`src/rtl/cd_sync_pkg.sv`:
```
package cd_sync_pkg;
  localparam int WORD_W       = 16;
  localparam int SECTOR_WORDS = 1176;
  localparam int MARK_WORDS   = 6;
  localparam int IDX_W        = $clog2(SECTOR_WORDS);

  // Byte b of the 12-byte sector mark: 00h at both ends, FFh between them.
  function automatic logic [7:0] mark_byte(input int b);
    return (b == 0 || b == 2 * MARK_WORDS - 1) ? 8'h00 : 8'hFF;
  endfunction

  // Word i of the mark. The earlier byte goes in the upper half.
  function automatic logic [WORD_W-1:0] mark_word(input int i);
    return {mark_byte(2 * i), mark_byte(2 * i + 1)};
  endfunction
endpackage

```
`src/rtl/cd_mark_det.sv`:
```
module cd_mark_det
  import cd_sync_pkg::*;
#(
  parameter int W = WORD_W,
  parameter int N = MARK_WORDS
) (
  input  logic         clk,
  input  logic         rst,
  input  logic         vld,
  input  logic [W-1:0] word,
  output logic         hit
);
  localparam int HIST = N - 1;

  // hist[0] holds the most recent valid word before the current one.
  logic [W-1:0] hist [HIST];
  logic [HIST-1:0] hist_ok;

  genvar k;
  generate
    for (k = 0; k < HIST; k++) begin : g_cmp
      assign hist_ok[k] = (hist[k] == W'(mark_word(N - 2 - k)));
    end
  endgenerate

  assign hit = vld && (word == W'(mark_word(N - 1))) && (&hist_ok);

  always_ff @(posedge clk) begin
    if (rst) begin
      for (int i = 0; i < HIST; i++) hist[i] <= '0;
    end else if (vld) begin
      hist[0] <= word;
      for (int i = 1; i < HIST; i++) hist[i] <= hist[i-1];
    end
  end
endmodule

```
`src/rtl/cd_flywheel.sv`:
```
module cd_flywheel
  import cd_sync_pkg::*;
#(
  parameter int PERIOD = SECTOR_WORDS,
  parameter int CW     = IDX_W
) (
  input  logic          clk,
  input  logic          rst,
  input  logic          vld,
  input  logic          realign,
  output logic [CW-1:0] cnt,
  output logic          wrap
);
  localparam logic [CW-1:0] LAST = CW'(PERIOD - 1);

  assign wrap = vld && (cnt == LAST);

  always_ff @(posedge clk) begin
    if (rst)                 cnt <= '0;
    else if (vld && realign) cnt <= '0;
    else if (wrap)           cnt <= '0;
    else if (vld)            cnt <= cnt + 1'b1;
  end
endmodule

```
`src/rtl/cd_sync_sel.sv`:
```
module cd_sync_sel
  import cd_sync_pkg::*;
#(
  parameter int W      = WORD_W,
  parameter int PERIOD = SECTOR_WORDS,
  parameter int N      = MARK_WORDS,
  parameter int CW     = $clog2(PERIOD)
) (
  input  logic          clk,
  input  logic          rst,
  input  logic          word_vld,
  input  logic [W-1:0]  word_in,
  input  logic          gen_en,
  input  logic          det_en,
  output logic          sync_o,
  output logic [CW-1:0] word_idx_o
);
  logic mark_hit;
  logic fly_wrap;
  logic take_det;

  cd_mark_det #(.W(W), .N(N)) u_det (
    .clk  (clk),
    .rst  (rst),
    .vld  (word_vld),
    .word (word_in),
    .hit  (mark_hit)
  );

  assign take_det = det_en && mark_hit;

  cd_flywheel #(.PERIOD(PERIOD), .CW(CW)) u_fly (
    .clk     (clk),
    .rst     (rst),
    .vld     (word_vld),
    .realign (take_det),
    .cnt     (word_idx_o),
    .wrap    (fly_wrap)
  );

  always_ff @(posedge clk) begin
    if (rst) sync_o <= 1'b0;
    else     sync_o <= (gen_en && fly_wrap) || take_det;
  end
endmodule

```
`config.mk`:
```
export PLATFORM = sky130hd
export DESIGN_NAME = cd_sync_sel
export DESIGN_NICKNAME = d
export VERILOG_FILES = /design/src/rtl/cd_sync_pkg.sv /design/src/rtl/cd_mark_det.sv /design/src/rtl/cd_flywheel.sv /design/src/rtl/cd_sync_sel.sv
export SDC_FILE = /design/constraint.sdc
export NUM_CORES = 1
export LEC_CHECK = 0
export BUFFER_PORTS_ARGS = -buffer_cell sky130_fd_sc_hd__buf_2
export CAP_MARGIN = 15
export CORE_MARGIN = 5
export CORE_UTILIZATION = 60
export CTS_BUF_LIST = sky130_fd_sc_hd__clkbuf_4 sky130_fd_sc_hd__clkbuf_8
export DETAILED_ROUTE_END_ITERATION = 7
export PLACE_DENSITY = 0.79
export SYNTH_ARGS = -nofsm -noshare
export SYNTH_HDL_FRONTEND = slang
export SYNTH_SLANG_ARGS = --single-unit
```
`constraint.sdc`:
```
create_clock -name clk -period 2.66 [get_ports clk]
set_input_delay 0.266 -clock clk [delete_from_list [all_inputs] [get_ports clk]]
set_output_delay 0.266 -clock clk [all_outputs]
set_load 0.05 [all_outputs]
```
==> results of run 1 <==
placed cells by master (no fill, tap or decap), types with 2 or more instances in the layout:
cell type / n
and3_1: 3
nand4_1: 20
and2_1: 79
nor4_1: 6
nand2_1: 5
xor2_1: 4
xnor2_1: 6
buf_12: 2
nor2_1: 16
clkinv_2: 2
or4b_1: 4
clkbuf_8: 9
clkinv_1: 2
dfxtp_1: 12
nand4b_1: 5
buf_2: 32
edfxtp_1: 80
cell families after synthesis:
group	count (synthesis)
fa+ha+maj	1
buf+inv	11
flops	92
xor+xnor	10
simple gates	146
mux	1
compound gates	2
critical path: stages (launching register included):
cell      delay (ps)
edfxtp_1         350
or4b_1           570
nor4_1           430
nand3_1          190
o21ai_2          430
nor2_1           110
worst paths after layout:
check	slack, ps	to	cells past startpoint	startpoint
setup / recovery	460	u_fly.cnt[10]	5	u_det.hist[0][74]
hold / removal	190	sync_o	2	rst
setup reg to reg	460	u_fly.cnt[10]	5	u_det.hist[0][74]
hold reg to reg	550	u_det.hist[0][72]	1	u_det.hist[0][56]
flip-flops by register name (all words and copies together) (netlist names):
signal	cells
sync_o	1
u_fly.cnt	11
u_det.hist	80
routing by layer:
metal	up-vias	global-route usage (%)	part of all wire (%)
met3	7	3.26	4.7
met4	0	7.01	1.0
met5	-	0	0
met2	47	28.7	52
li1	1018	-	-
met1	988	22.1	43
metrics by stage:
step / area, sq um / total power, uW / instances / setup slack [ps] / util (%)
2_1_floorplan: 3710 / 1800 / 263 / 825 / -
3_3_place_gp: 3960 / 1850 / 361 / 578 / 66.5
3_5_place_dp: 3960 / 1860 / 361 / 484 / 66.5
4_1_cts: 4150 / 2730 / 377 / 439 / 69.7
5_1_grt: 4150 / 2810 / 377 / 347 / 69.7
6_report: 4150 / 2710 / 377 / 460 / 69.7
report_power, final:
part           total [uW]  switching [uW]  internal (uW)
Clock                 879             444            436
Sequential           1700            43.0           1660
Combinational         126            76.0           49.6
area by class of cell:
type | instances | area [sq um] | share of cell area, %
flip-flops and latches | 92 | 2640 | 63.7
multi-input cells | 160 | 1030 | 24.7
repair buffers | 34 | 200 | 4.83
well taps | 75 | 93.8 | 2.26
clock buffers | 10 | 131 | 3.17
clock inverters | 6 | 55.1 | 1.33
==> impl_metrics.toml, run 1 <==
[logic_synthesis]
synth-warning-count = 0
ys_seq_area_share_pct = 71.1
synth-xor-area-share_pct = 2.36
synthSimpleGateAreaFrac_pct = 24.0
synth_top_area_share_pct = 64.7
synth.area.mux_share_pct = 0.269
synth_commonest_cells = "edfxtp_1, and2_1, nand4_1"
syn-num-nets = 285
yosys.area_share.adder_pct = 0.337
synthCells = 263
synth_compound_area_share_pct = 0.370
synthTopCellsByArea = "edfxtp_1, and2_1, dfxtp_1"
synth.ff_latch_count = 92
synth_edf_count = 80
synth_top_family_by_area = "simple AND/OR/NAND/NOR gates"
yosysMostFrequentCell = "edfxtp_1"
synthArstFlopShare_pct = 0
syn_area_per_cell_sq_um = 14.1
synth_cell_types = 25
synth_area_sq_um = 3710
yosysTopAreaCell = "edfxtp_1"
synth_ff_type = "edfxtp_1"

[routing]
drt-initial-drc-count = 159
firstDrtPassIters = 4
drt-vias-per-instance = 5.46
postRouteAntennaNets = 0
post_drt_wl_per_cell_um = 16.0
num_vias = 2060
routed_wl_um = 6040
drc = 0

[global_routing]
grtUsageTotal_pct = 17.2
grt.overflow.total = 0
grt_start_max_net_pins = 51
antenna_found_initial = 0
grt_pass1_vias = 2055
grt_first_pass_wirelength_um = 9890

[timing]
whs_ps = 186
post-route-min-period_ps = 2200
fin_setup_tns_ps = 0
fmax_mhz = 454
hold_viol = 0
drv_slew = 0
slew_headroom_pct = 65.8
setup_viol = 0
finalCritPeriodShare_pct = 82.7
rsz0062_at_grt = "no"
finClkSkew_ps = 5.67
tightest_slew_ps = 509

[cells_and_area]
syn_to_final_growth_pct = 11.7
num-fill-cells = 419
drive_above_1_share_pct = 17.2
insertedDiodeCount = 0
layout.nets = 319

[die]
io-pin-count = 33
rows = 28
start_util_pct = 62.4
coreArea_sq_um = 5960
die_y_um = 88.7
fp.dieW_um = 88.7
die-area_sq_um = 7870

[cts]
cts.htree.levels = 3
clock_latency_ps = 340
postCtsHoldBufs = 0
ctsLongestPathBuffers = 2
cts-root-buf = "clkbuf_8"
cts_setup_buffers = 0
tritoncts = "done"
cts_inserted_buffers = 9
cts_resized = 0
numClockSinks = 92
clk_pin_slew_ps = 80

[placed_design]
portBuffers = 32
place_hpwl_um = 4220
gp_congestion = 0.795

[min_path]
hold_path.class = "primary input to flop"

[setup_path]
end_kind = "flop"
cp.required_ps = 2870
arrival_ps = 2410
cp-start-kind = "flop"
crit_path_max_fanout = 11
crit_type = "flop to flop"

[power_and_ir_drop]
ir_worst_vdd_mv = 0.410
power_density_nw_per_um2 = 652
total_leakage_power_uw = 0.00158

[outcome]
status = "finished, final reports clean"

[flow_run]
drv_cap = 0
(Power assumes the default switching activity.)
==> inputs of run 2 (changes only) <==
clock period = 2.3 ns   (was 2.66 ns; I/O delays follow)
==> impl_metrics.toml, run 2 (synthesized netlist as in run 1, its figures left out) <==
[outcome]
status = "finished, final reports clean"

[placed_design]
place_hpwl_um = 4240
portBuffers = 32
gp_congestion = 0.828
dp_cells = 362

[cells_and_area]
final_cell_mix = "edfxtp_1, and2_1, buf_2"
syn_to_final_growth_pct = 12.0
drive_above_1_share_pct = 17.8
num-fill-cells = 420
largest_reg_flops = 80
regMostFlops = "u_det.hist"
top_regs = "u_det.hist x80, u_fly.cnt x11, sync_o x1"
stdcell_count = 378
layout.nets = 320
final_common_cell = "edfxtp_1"
insertedDiodeCount = 0

[timing]
fmax_mhz = 482
fin_setup_tns_ps = 0
slew_headroom_pct = 65.2
finClkSkew_ps = 8.15
finalCritPeriodShare_pct = 90.3
hold_viol = 0
tightest_slew_ps = 521
rsz0062_at_grt = "no"
drv_slew = 0
post-route-min-period_ps = 2080
setup_viol = 0

[routing]
drt-initial-drc-count = 136
drc = 0
routed_wl_um = 6020
num_vias = 2078
postRouteAntennaNets = 0
firstDrtPassIters = 4
post_drt_wl_per_cell_um = 15.9
drt-vias-per-instance = 5.50

[power_and_ir_drop]
p_total_uw = 3150
total_leakage_power_uw = 0.00158
power_density_nw_per_um2 = 757
ir_worst_vdd_mv = 0.498

[flow_run]
drv_cap = 0

[setup_path]
crit_path_max_fanout = 11
reg2reg_depth = 5
critPathMaxStageDelay_ps = 570
crit_type = "flop to flop"
end_kind = "flop"
crit_chain = "or4b_1 -> nor4_1 -> nand3_1 -> o21ai_2 -> nor2_1"
arrival_ps = 2290
cp.required_ps = 2520
cp_slowest_cell = "or4b_1"
rrSetupSlack_ps = 220
cp-start-kind = "flop"

[cts]
clk_pin_slew_ps = 90
clock_latency_ps = 340
ctsLongestPathBuffers = 2
cts-root-buf = "clkbuf_8"
cts_inserted_buffers = 9
cts_resized = 0
postCtsHoldBufs = 0
numClockSinks = 92
cts_setup_buffers = 0
tritoncts = "done"
cts.htree.levels = 3

[global_routing]
grt_pass1_vias = 2156
grtUsageTotal_pct = 17.2
antenna_found_initial = 0
grt_first_pass_wirelength_um = 9970
grt_start_max_net_pins = 51
grt.overflow.total = 0

[die]
rows = 28
die_y_um = 88.7
io-pin-count = 33
fp.dieW_um = 88.7
start_util_pct = 62.4
coreArea_sq_um = 5960
die-area_sq_um = 7870

[min_path]
hold_path.class = "primary input to flop"
min_path_cells = 2
## run 2: cell count changes in the layout (fill, tap and decap cells not counted)
cell and delta:
buf_4 +1, clkbuf_4 -1, clkinv_1 -1, clkinv_4 +1
clkinvlp_4 +1
## run 2: power breakdown
part           switching [uW]  total (uW)  internal (uW)  leakage [uW]
Combinational            86.7         145           58.2      0.000509
Sequential               49.9        1970           1920      0.000979
Clock                     543        1040            496     0.0000926
## run 2: metrics by stage
stage	hold WS (ps)	utilization, %	instance area (sq um)	worst slack (ps)
floorplan	302	-	3710	465
global placement	503	66.7	3970	259
detailed placement	506	66.7	3970	203
CTS	128	69.9	4160	179
global route	143	69.9	4160	50.8
finish	138	69.9	4160	224
## run 2: path summary, 6_finish.rpt
kind,from,endpoint
worst max-delay path,u_det.hist[0][74],u_fly.cnt[10]
worst max register to register,u_det.hist[0][74],u_fly.cnt[10]
worst min-delay path,rst,sync_o
worst min register to register,u_det.hist[0][3],u_det.hist[0][19]
## run 2: cell type report
class / count / area [sq um] / area share, %
sequential: 92 / 2640 / 63.5
multi-input combinational: 160 / 1030 / 24.7
timing repair buffer: 35 / 208 / 4.99
clock buffer: 9 / 124 / 2.98
tap: 75 / 93.8 / 2.25
clock inverter: 7 / 67.6 / 1.62
## run 2: layer usage
layer  track usage [%]  up-vias  part of all wire, %
met5                 0        -                    0
met1              21.1     1003                   42
met2              30.2       48                   53
li1                  -     1020                    -
met3              3.26        7                  4.2
met4              6.59        0                 0.73
## run 2: worst max-delay path, delay by kind of cell, from the launching register on
family           cells  cell delay, ps
AO/OA/AOI/OAI        1             430
flip-flops           1             360
AND/OR/NAND/NOR      4            1160
==> inputs of run 3 (changes only) <==
CAP_MARGIN = default   (was 15)
RECOVER_POWER = 100   (was default)
==> impl_metrics.toml, run 3 (synthesized netlist as in run 1, its figures left out) <==
[placed_design]
place_hpwl_um = 4240
portBuffers = 32
pre_cts_slack_ps = 203
gp_congestion = 0.828

[routing]
routed_wl_um = 6010
postRouteAntennaNets = 0
drt-initial-drc-count = 138
firstDrtPassIters = 4
drc = 0
drt-vias-per-instance = 5.48
num_vias = 2071
post_drt_wl_per_cell_um = 15.9

[timing]
fmax_mhz = 480
worst_slack_ps = 217
whs_ps = 102
post-route-min-period_ps = 2080
tightest_slew_ps = 1580
drv_slew = 31
hold_viol = 0
fin_setup_tns_ps = 0
finalCritPeriodShare_pct = 90.6
finClkSkew_ps = 7.40
setup_viol = 0
rsz0062_at_grt = "no"
slew_headroom_pct = -5.70

[cts]
postCtsHoldBufs = 0
clk_pin_slew_ps = 90
ctsLongestPathBuffers = 2
cts-root-buf = "clkbuf_8"
numClockSinks = 92
tritoncts = "done"
clock_latency_ps = 340
cts_resized = 0
cts_setup_buffers = 0
cts_inserted_buffers = 9
cts.htree.levels = 3

[setup_path]
crit_family = "simple AND/OR/NAND/NOR gates"
critPathMaxStageDelay_ps = 1270
crit_path_max_fanout = 50
end_kind = "flop"
crit_chain = "clkbuf_1 -> nor2b_1 -> buf_12 -> and2_1"
arrival_ps = 2290
cp.required_ps = 2510
crit_type = "primary input to flop"
cp-start-kind = "primary input"
crit_buf_inv = 2
cp_slowest_cell = "nor2b_1"

[die]
die-area_sq_um = 7870
coreArea_sq_um = 5960
fp.dieW_um = 88.7
die_y_um = 88.7
io-pin-count = 33
rows = 28
start_util_pct = 62.4

[outcome]
violations = "capacitance limit, slew limit"
status = "finished with violations"

[cells_and_area]
insertedDiodeCount = 0
final_cell_mix = "edfxtp_1, and2_1, nand4_1"
drive_above_1_share_pct = 12.9
regMostFlops = "u_det.hist"
largest_reg_flops = 80
final_common_cell = "edfxtp_1"
fin_util_pct = 69.4
layout.nets = 320
syn_to_final_growth_pct = 11.3
top_regs = "u_det.hist x80, u_fly.cnt x11, sync_o x1"
num-fill-cells = 428

[global_routing]
grt.overflow.total = 0
grtUsageTotal_pct = 17.2
grt_start_max_net_pins = 51
antenna_found_initial = 0
grt_pass1_vias = 2156
grt_first_pass_wirelength_um = 9970

[flow_run]
drv_cap = 1

[min_path]
hold_path.class = "primary input to flop"

[power_and_ir_drop]
total_leakage_power_uw = 0.00150
power_density_nw_per_um2 = 761
p_total_uw = 3150
ir_worst_vdd_mv = 0.500
[run 3: routing by layer]
layer / vias up / wire length [um] / GRT usage (%)
met4: 0 / 38 / 6.59
li1: 1017 / - / -
met5: - / 0 / 0
met1: 1011 / 2550 / 21.1
met3: 5 / 211 / 3.26
met2: 38 / 3210 / 30.2
[run 3: layout make-up]
| class | instances | area (sq um) | area share (%) |
|---|---|---|---|
| multi-input combinational | 160 | 1020 | 24.6 |
| clock buffer | 9 | 124 | 3.00 |
| sequential | 92 | 2640 | 63.9 |
| tap | 75 | 93.8 | 2.27 |
| clock inverter | 7 | 67.6 | 1.63 |
| timing repair buffer | 35 | 191 | 4.63 |
[run 3: metrics by stage]
| stage | cells | instance area [sq um] |
|---|---|---|
| 2_1_floorplan | 263 | 3710 |
| 3_3_place_gp | 362 | 3970 |
| 3_5_place_dp | 362 | 3970 |
| 4_1_cts | 378 | 4160 |
| 5_1_grt | 378 | 4140 |
| 6_report | 378 | 4140 |
[run 3: path summary, 6_finish.rpt]
check / end / cells after the start / start / slack (ps)
setup / recovery: u_det.hist[0][67] / 4 / word_vld / 220
hold / removal: sync_o / 2 / rst / 100
setup reg to reg: u_fly.cnt[10] / 5 / u_det.hist[0][74] / 230
hold reg to reg: u_det.hist[0][56] / 1 / u_det.hist[0][40] / 550
[run 3: power breakdown]
group,total (uW),internal (uW),switching [uW],leakage (uW)
clock,1040,496,541,0.0000926
sequential,1970,1920,50.0,0.000979
combinational,141,54.3,86.2,0.000430
total,3150,2470,677,0.00150
